`src/rtl/sq_pkg.sv`:
```
package sq_pkg;
    localparam int STAT_BYTES = 8;
    localparam int BYTE_W     = 8;
    localparam int IDX_W      = $clog2(STAT_BYTES);

    localparam logic [BYTE_W-1:0] OP_READ    = 8'hAA;
    localparam logic [BYTE_W-1:0] OP_WRITE   = 8'h55;
    localparam logic [BYTE_W-1:0] OP_CONFIRM = 8'h5A;
    localparam logic [BYTE_W-1:0] ERASED     = 8'hFF;
    localparam logic [BYTE_W-1:0] FIXED_LAST = 8'h00;
    localparam logic [BYTE_W-1:0] IDLE_FILL  = 8'hFF;
    localparam logic [7:0]        POLY_REFL  = 8'h8C;

    typedef enum logic [3:0] {
        ST_IDLE,
        ST_ADR_LO,
        ST_ADR_HI,
        ST_DATA,
        ST_HDR_CRC,
        ST_RD_DATA,
        ST_RD_CRC,
        ST_RD_ONES,
        ST_CONFIRM,
        ST_ARMED,
        ST_PARK
    } seq_state_e;

    typedef struct packed {
        seq_state_e        st;
        logic              wr_mode;
        logic [7:0]        crc;
        logic [BYTE_W-1:0] alo;
        logic [BYTE_W-1:0] ahi;
        logic [BYTE_W-1:0] dat;
        logic [IDX_W-1:0]  ptr;
        logic [BYTE_W-1:0] tx;
    } seq_regs_t;
endpackage

```
`src/rtl/sq_crc8.sv`:
```
module sq_crc8 #(
    parameter int DW = 8
) (
    input  logic [7:0]    crc_in,
    input  logic [DW-1:0] data_in,
    output logic [7:0]    crc_out
);
    import sq_pkg::*;

    logic [7:0] chain [DW+1];

    assign chain[0] = crc_in;

    for (genvar b = 0; b < DW; b++) begin : g_bit
        logic fb;
        assign fb = chain[b][0] ^ data_in[b];
        assign chain[b+1] = {1'b0, chain[b][7:1]} ^ (fb ? POLY_REFL : 8'h00);
    end

    assign crc_out = chain[DW];
endmodule

```
`src/rtl/sq_status_store.sv`:
```
module sq_status_store
    import sq_pkg::*;
(
    input  logic              clk,
    input  logic              rst_n,
    input  logic              wr_en,
    input  logic [IDX_W-1:0]  wr_idx,
    input  logic [BYTE_W-1:0] wr_data,
    input  logic [IDX_W-1:0]  rd_idx,
    output logic [BYTE_W-1:0] rd_data
);
    logic [BYTE_W-1:0] mem_q [STAT_BYTES];
    logic [BYTE_W-1:0] mem_d [STAT_BYTES];

    for (genvar i = 0; i < STAT_BYTES; i++) begin : g_cell
        if (i == STAT_BYTES - 1) begin : g_fixed
            assign mem_d[i] = FIXED_LAST;
            always_ff @(posedge clk or negedge rst_n) begin
                if (!rst_n) mem_q[i] <= FIXED_LAST;
                else        mem_q[i] <= mem_d[i];
            end
        end else begin : g_otp
            always_comb begin
                mem_d[i] = mem_q[i];
                if (wr_en && (wr_idx == IDX_W'(i)))
                    mem_d[i] = mem_q[i] & wr_data;
            end
            always_ff @(posedge clk or negedge rst_n) begin
                if (!rst_n) mem_q[i] <= ERASED;
                else        mem_q[i] <= mem_d[i];
            end
        end

        // a stored bit can only go from 1 to 0
        a_r7_clear_only: assert property (@(posedge clk) disable iff (!rst_n)
            1'b1 |=> ((mem_q[i] & ~$past(mem_q[i])) == '0));
    end

    assign rd_data = mem_q[rd_idx];
endmodule

```
`src/rtl/sq_cmd_fsm.sv`:
```
module sq_cmd_fsm
    import sq_pkg::*;
(
    input  logic              clk,
    input  logic              rst_n,
    input  logic              bus_reset_i,
    input  logic              rx_valid_i,
    input  logic [BYTE_W-1:0] rx_byte_i,
    input  logic              tx_req_i,
    input  logic              prog_pulse_i,
    input  logic [BYTE_W-1:0] rd_data_i,
    output logic [IDX_W-1:0]  rd_idx_o,
    output logic              wr_en_o,
    output logic [IDX_W-1:0]  wr_idx_o,
    output logic [BYTE_W-1:0] wr_data_o,
    output logic [BYTE_W-1:0] tx_byte_o
);
    localparam logic [IDX_W-1:0] LAST_IDX = IDX_W'(STAT_BYTES - 1);

    seq_regs_t s_q, s_d;

    logic [7:0]        crc_base;
    logic [BYTE_W-1:0] crc_data;
    logic [7:0]        crc_next;
    logic              addr_ok;

    // one stepper: received bytes, or the byte being sent during a read
    assign crc_base = (s_q.st == ST_IDLE) ? 8'h00 : s_q.crc;
    assign crc_data = (s_q.st == ST_RD_DATA) ? rd_data_i : rx_byte_i;

    sq_crc8 #(.DW(BYTE_W)) u_crc (
        .crc_in  (crc_base),
        .data_in (crc_data),
        .crc_out (crc_next)
    );

    assign addr_ok = (s_q.alo[BYTE_W-1:IDX_W] == '0) && (s_q.ahi == '0);

    always_comb begin
        s_d     = s_q;
        wr_en_o = 1'b0;
        if (tx_req_i) s_d.tx = IDLE_FILL;

        if (bus_reset_i) begin
            s_d.st      = ST_IDLE;
            s_d.wr_mode = 1'b0;
        end else begin
            unique case (s_q.st)
                ST_IDLE: if (rx_valid_i) begin
                    s_d.crc = crc_next;
                    if (rx_byte_i == OP_READ) begin
                        s_d.st      = ST_ADR_LO;
                        s_d.wr_mode = 1'b0;
                    end else if (rx_byte_i == OP_WRITE) begin
                        s_d.st      = ST_ADR_LO;
                        s_d.wr_mode = 1'b1;
                    end else begin
                        s_d.st = ST_PARK;
                    end
                end
                ST_ADR_LO: if (rx_valid_i) begin
                    s_d.alo = rx_byte_i;
                    s_d.crc = crc_next;
                    s_d.st  = ST_ADR_HI;
                end
                ST_ADR_HI: if (rx_valid_i) begin
                    s_d.ahi = rx_byte_i;
                    s_d.crc = crc_next;
                    s_d.st  = s_q.wr_mode ? ST_DATA : ST_HDR_CRC;
                end
                ST_DATA: if (rx_valid_i) begin
                    s_d.dat = rx_byte_i;
                    s_d.crc = crc_next;
                    s_d.st  = ST_HDR_CRC;
                end
                ST_HDR_CRC: if (tx_req_i) begin
                    s_d.tx  = s_q.crc;
                    s_d.crc = 8'h00;
                    s_d.ptr = s_q.alo[IDX_W-1:0];
                    if (s_q.wr_mode)  s_d.st = ST_CONFIRM;
                    else if (addr_ok) s_d.st = ST_RD_DATA;
                    else              s_d.st = ST_RD_CRC;
                end
                ST_RD_DATA: if (tx_req_i) begin
                    s_d.tx  = rd_data_i;
                    s_d.crc = crc_next;
                    if (s_q.ptr == LAST_IDX) s_d.st = ST_RD_CRC;
                    else                     s_d.ptr = s_q.ptr + 1'b1;
                end
                ST_RD_CRC: if (tx_req_i) begin
                    s_d.tx = s_q.crc;
                    s_d.st = ST_RD_ONES;
                end
                ST_CONFIRM: if (rx_valid_i) begin
                    s_d.st = ((rx_byte_i == OP_CONFIRM) && addr_ok) ? ST_ARMED : ST_PARK;
                end
                ST_ARMED: if (prog_pulse_i) begin
                    wr_en_o = 1'b1;
                    s_d.st  = ST_PARK;
                end
                default: ;
            endcase
        end
    end

    always_ff @(posedge clk or negedge rst_n) begin
        if (!rst_n) begin
            s_q         <= '0;
            s_q.st      <= ST_IDLE;
            s_q.tx      <= IDLE_FILL;
        end else begin
            s_q <= s_d;
        end
    end

    assign rd_idx_o  = s_q.ptr;
    assign wr_idx_o  = s_q.alo[IDX_W-1:0];
    assign wr_data_o = s_q.dat;
    assign tx_byte_o = s_q.tx;

    // a bus reset always lands in command-idle
    a_r9_reset_to_idle: assert property (@(posedge clk) disable iff (!rst_n)
        bus_reset_i |=> (s_q.st == ST_IDLE));

    // after the data CRC the answers are all-ones
    a_r4_ones_tail: assert property (@(posedge clk) disable iff (!rst_n)
        (s_q.st == ST_RD_ONES && tx_req_i && !bus_reset_i) |=> (tx_byte_o == IDLE_FILL));

    // the transmit byte moves only on a request
    a_r11_tx_hold: assert property (@(posedge clk) disable iff (!rst_n)
        !tx_req_i |=> $stable(tx_byte_o));

    // a store write happens only out of the armed state
    a_r8_write_from_armed: assert property (@(posedge clk) disable iff (!rst_n)
        wr_en_o |=> (s_q.st == ST_PARK && $past(s_q.st) == ST_ARMED));
endmodule

```
`src/rtl/status_cmd_seq.sv`:
```
module status_cmd_seq
    import sq_pkg::*;
(
    input  logic              clk,
    input  logic              rst_n,
    input  logic              bus_reset,
    input  logic              rx_valid,
    input  logic [BYTE_W-1:0] rx_byte,
    input  logic              tx_req,
    input  logic              prog_pulse,
    output logic [BYTE_W-1:0] tx_byte
);
    logic [IDX_W-1:0]  rd_idx;
    logic [BYTE_W-1:0] rd_data;
    logic              wr_en;
    logic [IDX_W-1:0]  wr_idx;
    logic [BYTE_W-1:0] wr_data;

    sq_cmd_fsm u_fsm (
        .clk          (clk),
        .rst_n        (rst_n),
        .bus_reset_i  (bus_reset),
        .rx_valid_i   (rx_valid),
        .rx_byte_i    (rx_byte),
        .tx_req_i     (tx_req),
        .prog_pulse_i (prog_pulse),
        .rd_data_i    (rd_data),
        .rd_idx_o     (rd_idx),
        .wr_en_o      (wr_en),
        .wr_idx_o     (wr_idx),
        .wr_data_o    (wr_data),
        .tx_byte_o    (tx_byte)
    );

    sq_status_store u_store (
        .clk     (clk),
        .rst_n   (rst_n),
        .wr_en   (wr_en),
        .wr_idx  (wr_idx),
        .wr_data (wr_data),
        .rd_idx  (rd_idx),
        .rd_data (rd_data)
    );

    // a programming pulse coinciding with a bus reset writes nothing
    a_r9_reset_beats_pulse: assert property (@(posedge clk) disable iff (!rst_n)
        bus_reset |-> !wr_en);
endmodule

```
`config.mk`:
```
export PLATFORM = sky130hd
export DESIGN_NAME = status_cmd_seq
export DESIGN_NICKNAME = d
export VERILOG_FILES = /design/src/rtl/sq_pkg.sv /design/src/rtl/sq_crc8.sv /design/src/rtl/sq_status_store.sv /design/src/rtl/sq_cmd_fsm.sv /design/src/rtl/status_cmd_seq.sv
export SDC_FILE = /design/constraint.sdc
export NUM_CORES = 1
export LEC_CHECK = 0
export ABC_AREA = 1
export CAP_MARGIN = 20
export CORE_MARGIN = 2
export CORE_UTILIZATION = 40
export DETAILED_ROUTE_END_ITERATION = 8
export PLACE_DENSITY = 0.6
export SYNTH_ARGS = -nofsm -noshare
export SYNTH_HDL_FRONTEND = slang
export SYNTH_SLANG_ARGS = --single-unit
export TNS_END_PERCENT = 50
```
`constraint.sdc`:
```
create_clock -name clk -period 5.6 [get_ports clk]
set_input_delay 1.12 -clock clk [delete_from_list [all_inputs] [get_ports clk]]
set_output_delay 1.12 -clock clk [all_outputs]
set_load 0.02 [all_outputs]
```
==> results.cfg, run 1 <==
[run_status]
status = completed

[yosys]
synth.yosys.seq_area_share_pct = 49.8
ys_types = 42
synth_edf_count = 0
syn_avg_cell_area_sq_um = 8.37
syn_area_sq_mm = 0.00539
yosys_warnings = 0
synth.ff_latch_count = 104
postSynthCellCount = 644
postSynth.asyncResetShare_pct = 100
dominantRegCellSynth = dfstp_2
synth_nets = 660

[worst_setup_path]
cp-start-kind = input port
critPathCaptureType = flip-flop
crit_chain = clkdlybuf4s50_1, inv_1, a21oi_1, o21ai_0, inv_1, o21ai_0, inv_1, nand2_1, o21ai_0
cp_data_arrival_time_ns = 3.48
criticalPathCategory = in2reg
critical_path.max_stage_delay_ns = 0.88
critPathMaxFanout = 17
r2r_cells = 17
r2r_slack_ns = 2.71
cp_slowest_cell = clkdlybuf4s50_1
crit_family = buffers and inverters
r2r_start = u_fsm.rd_idx_o[1]
cp_num_cells = 9
worstPathRequired_ns = 5.87
r2r_end = u_fsm.s_q[37]
cp_num_buf_inv = 4

[clock_network]
post_cts_buffers = 0
clkTransAtPathRegs_ns = 0.07
hold_buffers = 0
ctsRootBufferMaster = clkbuf_16
cts_buffers = 9
cts_buffer_depth = 2
clock_latency_ns = 0.35
cts_max_level = 3
cts_resized = 0
tritoncts = built
cts.sinks = 104

[routing]
route.detailed.wl_per_inst_um = 16.2
met3_length_um = 508
drt_iter0_drc = 260
route.top_layer_used = met4
vias_per_cell = 5.28
met2_length_um = 6310
num_vias = 4435
firstDrtPassIters = 4
drc_errors = 0
wl_met1_um = 6420
wirelength_um = 13600
route.antenna.remaining_nets = 0

[sta]
setup_viol = 0
fin_crit_ns = 3.21
fmax_mhz = 311
tightest_slew_ns = 1.17
setup_tns_ns = 0
grt_setup_unrepaired = no
drv_slew = 0
max_slew_margin_pct = 21.6
timing.final.crit_share_pct = 57.4
finalHoldViolCount = 0
clock_skew_ns = 0.00637

[die]
die_y_um = 120
initial_core_util_pct = 40.8
rows = 42
die_w_um = 120
die-area_sq_mm = 0.0144
core_area_sq_mm = 0.0132
pin_count = 22

[finish]
multi_input_comb_area_sq_mm = 0.00222
seqCellArea_sq_mm = 0.00268
diodes = 0
fin_nets = 675
fillCellCount = 1278
drive_gt1_share_pct = 17.5
synthToLayoutAreaGrowth_pct = 10.7
utilization_pct = 45.2
most-common-layout-cells = nand2_1 (142), inv_1 (76), dfstp_2 (64), nand3_1 (50), o21ai_0 (44)
layout_commonest_cell = nand2_1

[global_routing]
grt_pass1_vias = 4372
grt_max_degree = 61
grt_pass1_wl_um = 22400
antenna_found_initial = 0
overflow = 0
grt_usage_pct = 20.0

[hold_path]
min_to = u_store.mem_q[20]
worstHoldStart = u_store.mem_q[20]
min_path_type = reg2reg
holdPathStages = 2

[flow_run]
drv_cap = 0

[placement]
numPortBuffers = 21
place_congestion = 0.909
dpl.hpwl_um = 9560

[power_and_ir_drop]
ir_drop_mv = 0.197
p_leak_nw = 2.70
power-per-cell-area_mw_per_mm2 = 456
state kept, by name (all words and copies together), names as in the netlist:
name	count
u_store.mem_q	56
u_fsm.s_q	26
u_fsm.tx_byte_o	8
u_fsm.wr_data_o	8
u_fsm.rd_idx_o	3
u_fsm.wr_idx_o	3
final cells by class:
| cell class | count | share of cell area (%) |
|---|---|---|
| Inverter | 84 | 5.33 |
| Multi-Input combinational cell | 433 | 37.2 |
| Tap cell | 176 | 3.69 |
| Sequential cell | 104 | 45.0 |
| Clock inverter | 6 | 0.735 |
| Timing Repair Buffer | 27 | 4.20 |
| Clock buffer | 10 | 3.84 |
worst min-delay path, cell delays in order, from the launching register on:
cell,delay (ns)
dfstp_2,0.36
inv_1,0.06
a21oi_1,0.04
where the power goes:
part	switching, mW	leakage (nW)	total, mW	internal, mW
combinational	0.721	1.38	1.09	0.365
sequential	0.127	1.19	1.04	0.914
clock	0.284	0.133	0.589	0.304
total	1.13	2.70	2.72	1.58
worst max-delay path by stage:
| stage | startpoint | endpoint | slack [ns] |
|---|---|---|---|
| global route | tx_req | u_fsm.s_q[40] | 2.22 |
| CTS | tx_req | u_fsm.s_q[40] | 2.45 |
| global placement | tx_req | u_fsm.s_q[35] | 2.26 |
| detailed placement | tx_req | u_fsm.s_q[40] | 2.09 |
| finish | tx_req | u_fsm.s_q[40] | 2.39 |
| floorplan | tx_req | u_fsm.s_q[35] | 3.23 |
stage by stage:
| step | power [mW] | hold slack (ns) | instances | setup WS [ns] | cell area (sq um) |
|---|---|---|---|---|---|
| 4_1_cts | 2.72 | 0.456 | 839 | 2.45 | 5960 |
| 2_1_floorplan | 1.87 | 0.433 | 644 | 3.23 | 5390 |
| 3_5_place_dp | 2.13 | 0.444 | 823 | 2.09 | 5680 |
| 6_report | 2.72 | 0.456 | 840 | 2.39 | 5960 |
| 5_1_grt | 2.92 | 0.470 | 840 | 2.22 | 5960 |
| 3_3_place_gp | 2.11 | 0.442 | 823 | 2.26 | 5680 |
per-layer routing:
layer / vias to the layer above / track usage [%]
met2: 102 / 31.5
met5: - / 0
met1: 2155 / 27.6
met3: 23 / 2.85
met4: 0 / 8.38
li1: 2155 / -
cells in the mapped netlist (all sizes together) (2+ instances only):
library cell / number / area share (%)
nor3: 13 / 1.2
o22ai: 3 / 0.35
ha: 2 / 0.46
o31ai: 2 / 0.28
o21ai: 48 / 4.6
dfrtp: 40 / 19
nand2: 152 / 11
nand3: 54 / 5.4
nand3b: 3 / 0.42
xor2: 4 / 0.79
nor2: 42 / 3.5
nand4: 2 / 0.23
clkbuf: 5 / 0.35
dfstp: 64 / 31
a21boi: 36 / 5.0
buf: 18 / 2.8
o211ai: 12 / 1.7
a21oi: 42 / 3.9
nor4: 6 / 0.70
a31oi: 5 / 0.58
inv: 83 / 5.8
logic make-up after synthesis:
logic type,share of synthesized area (%)
AOI/OAI and AO/OA,16.8
xor gates and xnor gates,0.952
adders and majority gates,0.464
buffers and inverters,9.03
DFF,49.8
and+or+nand+nor,22.9
(Power assumes the default switching activity.)
==> inputs of run 2 (changes only) <==
Clock period 5.6 ns to 3.4 ns, I/O delays scaled along.
==> run 2 against run 1 <==
  * Combinational power increased by 69%
  * Worst setup slack got worse by 1.6 ns
  * Critical path depth unchanged
  * Sequential share of layout area decreased by 0.48 points
  * Via count about the same
  * First-iteration DRC count increased by 7.3%
  * Non-clock buffer count increased by 5
  * Sequential cell count unchanged
  * Cell count increased by 0.60%
  * Register-to-register slack got worse by 1.9 ns
  * Count of clock-buffer cells in the layout increased by 2
  * Utilization increased by 0.48 points
  * Largest power group unchanged
==> results.cfg, run 2 (synthesized netlist as in run 1, its figures left out) <==
[placement]
dp_slack_ns = 0.445
place_congestion = 0.919
dpl.hpwl_um = 9500
placedCellCount = 829
numPortBuffers = 21
dpl-instance-area_sq_mm = 0.00574

[die]
initial_core_util_pct = 40.8
pin_count = 22
die-area_sq_mm = 0.0144
core_area_sq_mm = 0.0132
die_y_um = 120
die_w_um = 120
rows = 42

[global_routing]
grt_usage_pct = 19.9
antenna_found_initial = 0
grt_pass1_vias = 4335
grt_pass1_wl_um = 22100
overflow = 0
grt_max_degree = 61

[clock_network]
cts_buffer_depth = 2
hold_buffers = 0
clock_latency_ns = 0.35
cts.sinks = 104
post_cts_buffers = 0
tritoncts = built
clkTransAtPathRegs_ns = 0.07
ctsRootBufferMaster = clkbuf_16
cts_max_level = 3
cts_resized = 0
cts_buffers = 9

[power_and_ir_drop]
power_mw = 4.51
ir_drop_mv = 0.370
p_leak_nw = 2.73
power-per-cell-area_mw_per_mm2 = 748

[worst_setup_path]
cp_data_arrival_time_ns = 2.87
crit_family = simple AND/OR/NAND/NOR gates
cp-start-kind = input port
critical_path.max_stage_delay_ns = 0.56
crit_top_cell = nand3_1
crit_chain = clkdlybuf4s50_1, inv_1, nor4_1, nand3_1, o31ai_1, nand2_1, nand3_1, o21bai_1, o21ai_0
critPathCaptureType = flip-flop
worstPathRequired_ns = 3.63
criticalPathCategory = in2reg
cp_slowest_cell = clkdlybuf4s50_1
critPathMaxFanout = 4
cp_num_buf_inv = 2

[sta]
clock_skew_ns = 0.00850
finalHoldViolCount = 0
fin_crit_ns = 2.64
max_slew_margin_pct = 48.9
tightest_slew_ns = 0.767
drv_slew = 0
fin_ws_ns = 0.760
timing.final.crit_share_pct = 77.7
grt_setup_unrepaired = no
fmax_mhz = 379
setup_tns_ns = 0
setup_viol = 0

[routing]
firstDrtPassIters = 7
num_vias = 4438
wirelength_um = 13500
drt_iter0_drc = 279
drc_errors = 0
route.detailed.wl_per_inst_um = 16.0
vias_per_cell = 5.25
route.antenna.remaining_nets = 0

[finish]
post-route-cell-area_sq_mm = 0.00603
largest_reg_flops = 56
diodes = 0
largest-register = u_store.mem_q
layout_commonest_cell = nand2_1
fin_nets = 680
final-instance-count-excl-fill = 845
drive_gt1_share_pct = 18.1
synthToLayoutAreaGrowth_pct = 11.8
reg_top3 = u_store.mem_q: 56 flops, u_fsm.s_q: 26 flops
most-common-layout-cells = nand2_1 (142), inv_1 (76), dfstp_2 (64), nand3_1 (50), o21ai_0 (44)

[run_status]
status = completed

[flow_run]
drv_cap = 0

[hold_path]
min_path_type = in2async
-- run 2: cell types whose count changed in the layout (fill, tap and decap cells not counted) --
cell | before | now
buf_12 | 0 | 1
buf_2 | 1 | 0
buf_4 | 6 | 11
clkbuf_8 | 0 | 2
clkinv_2 | 2 | 1
inv_4 | 1 | 2
inv_6 | 2 | 0
-- run 2: worst register-to-register path, cell delays in order (launching register included) --
cell      delay, ns
dfrtp_1        0.59
clkinv_1       0.45
nand2_1        0.20
nand3_1        0.22
nand2_1        0.15
nand2_1        0.06
nand2_1        0.09
nand2_2        0.07
nand2_2        0.08
nand2_1        0.06
nand2_2        0.08
nand2_1        0.11
nand2_2        0.10
nand2_1        0.05
nand3_1        0.06
nand2_1        0.05
-- run 2: power breakdown --
part | leakage [nW] | switching (mW) | internal, mW
combinational | 1.41 | 1.23 | 0.613
clock | 0.139 | 0.457 | 0.538
sequential | 1.19 | 0.168 | 1.51
-- run 2: cell type report --
| type | instances | area [sq um] |
|---|---|---|
| clock buffers | 12 | 256 |
| repair buffers | 32 | 303 |
| flip-flops and latches | 104 | 2680 |
| fillers | 1327 | 7160 |
| multi-input cells | 433 | 2220 |
| inverters | 84 | 318 |
| clock inverters | 4 | 27.5 |
| well taps | 176 | 220 |
-- run 2: worst paths after layout --
kind	start	endpoint	slack (ns)	cells past startpoint
setup / recovery	rx_byte[4]	u_fsm.s_q[45]	0.76	9
hold / removal	rst_n	u_fsm.s_q[34]	0.41	1
setup reg to reg	u_fsm.rd_idx_o[2]	u_fsm.s_q[37]	0.86	15
hold reg to reg	u_store.mem_q[37]	u_store.mem_q[37]	0.45	2
max in group asynchronous	rst_n	u_fsm.tx_byte_o[0]	2.23	2
min in group clk	u_store.mem_q[37]	u_store.mem_q[37]	0.45	2
-- run 2: metal layers --
| metal | vias to the layer above | track usage [%] | routed length [um] |
|---|---|---|---|
| met2 | 129 | 30.9 | 6080 |
| met3 | 26 | 3.42 | 705 |
| met5 | - | 0 | 0 |
| li1 | 2153 | - | - |
| met1 | 2130 | 27.7 | 6370 |
| met4 | 0 | 7.72 | 334 |
-- run 2: per-stage QoR --
| stage | hold WS [ns] | util, % |
|---|---|---|
| floorplan | 0.384 | - |
| global route | 0.472 | 45.7 |
| global placement | 0.443 | 43.5 |
| finish | 0.411 | 45.7 |
| detailed placement | 0.444 | 43.5 |
| CTS | 0.440 | 45.7 |
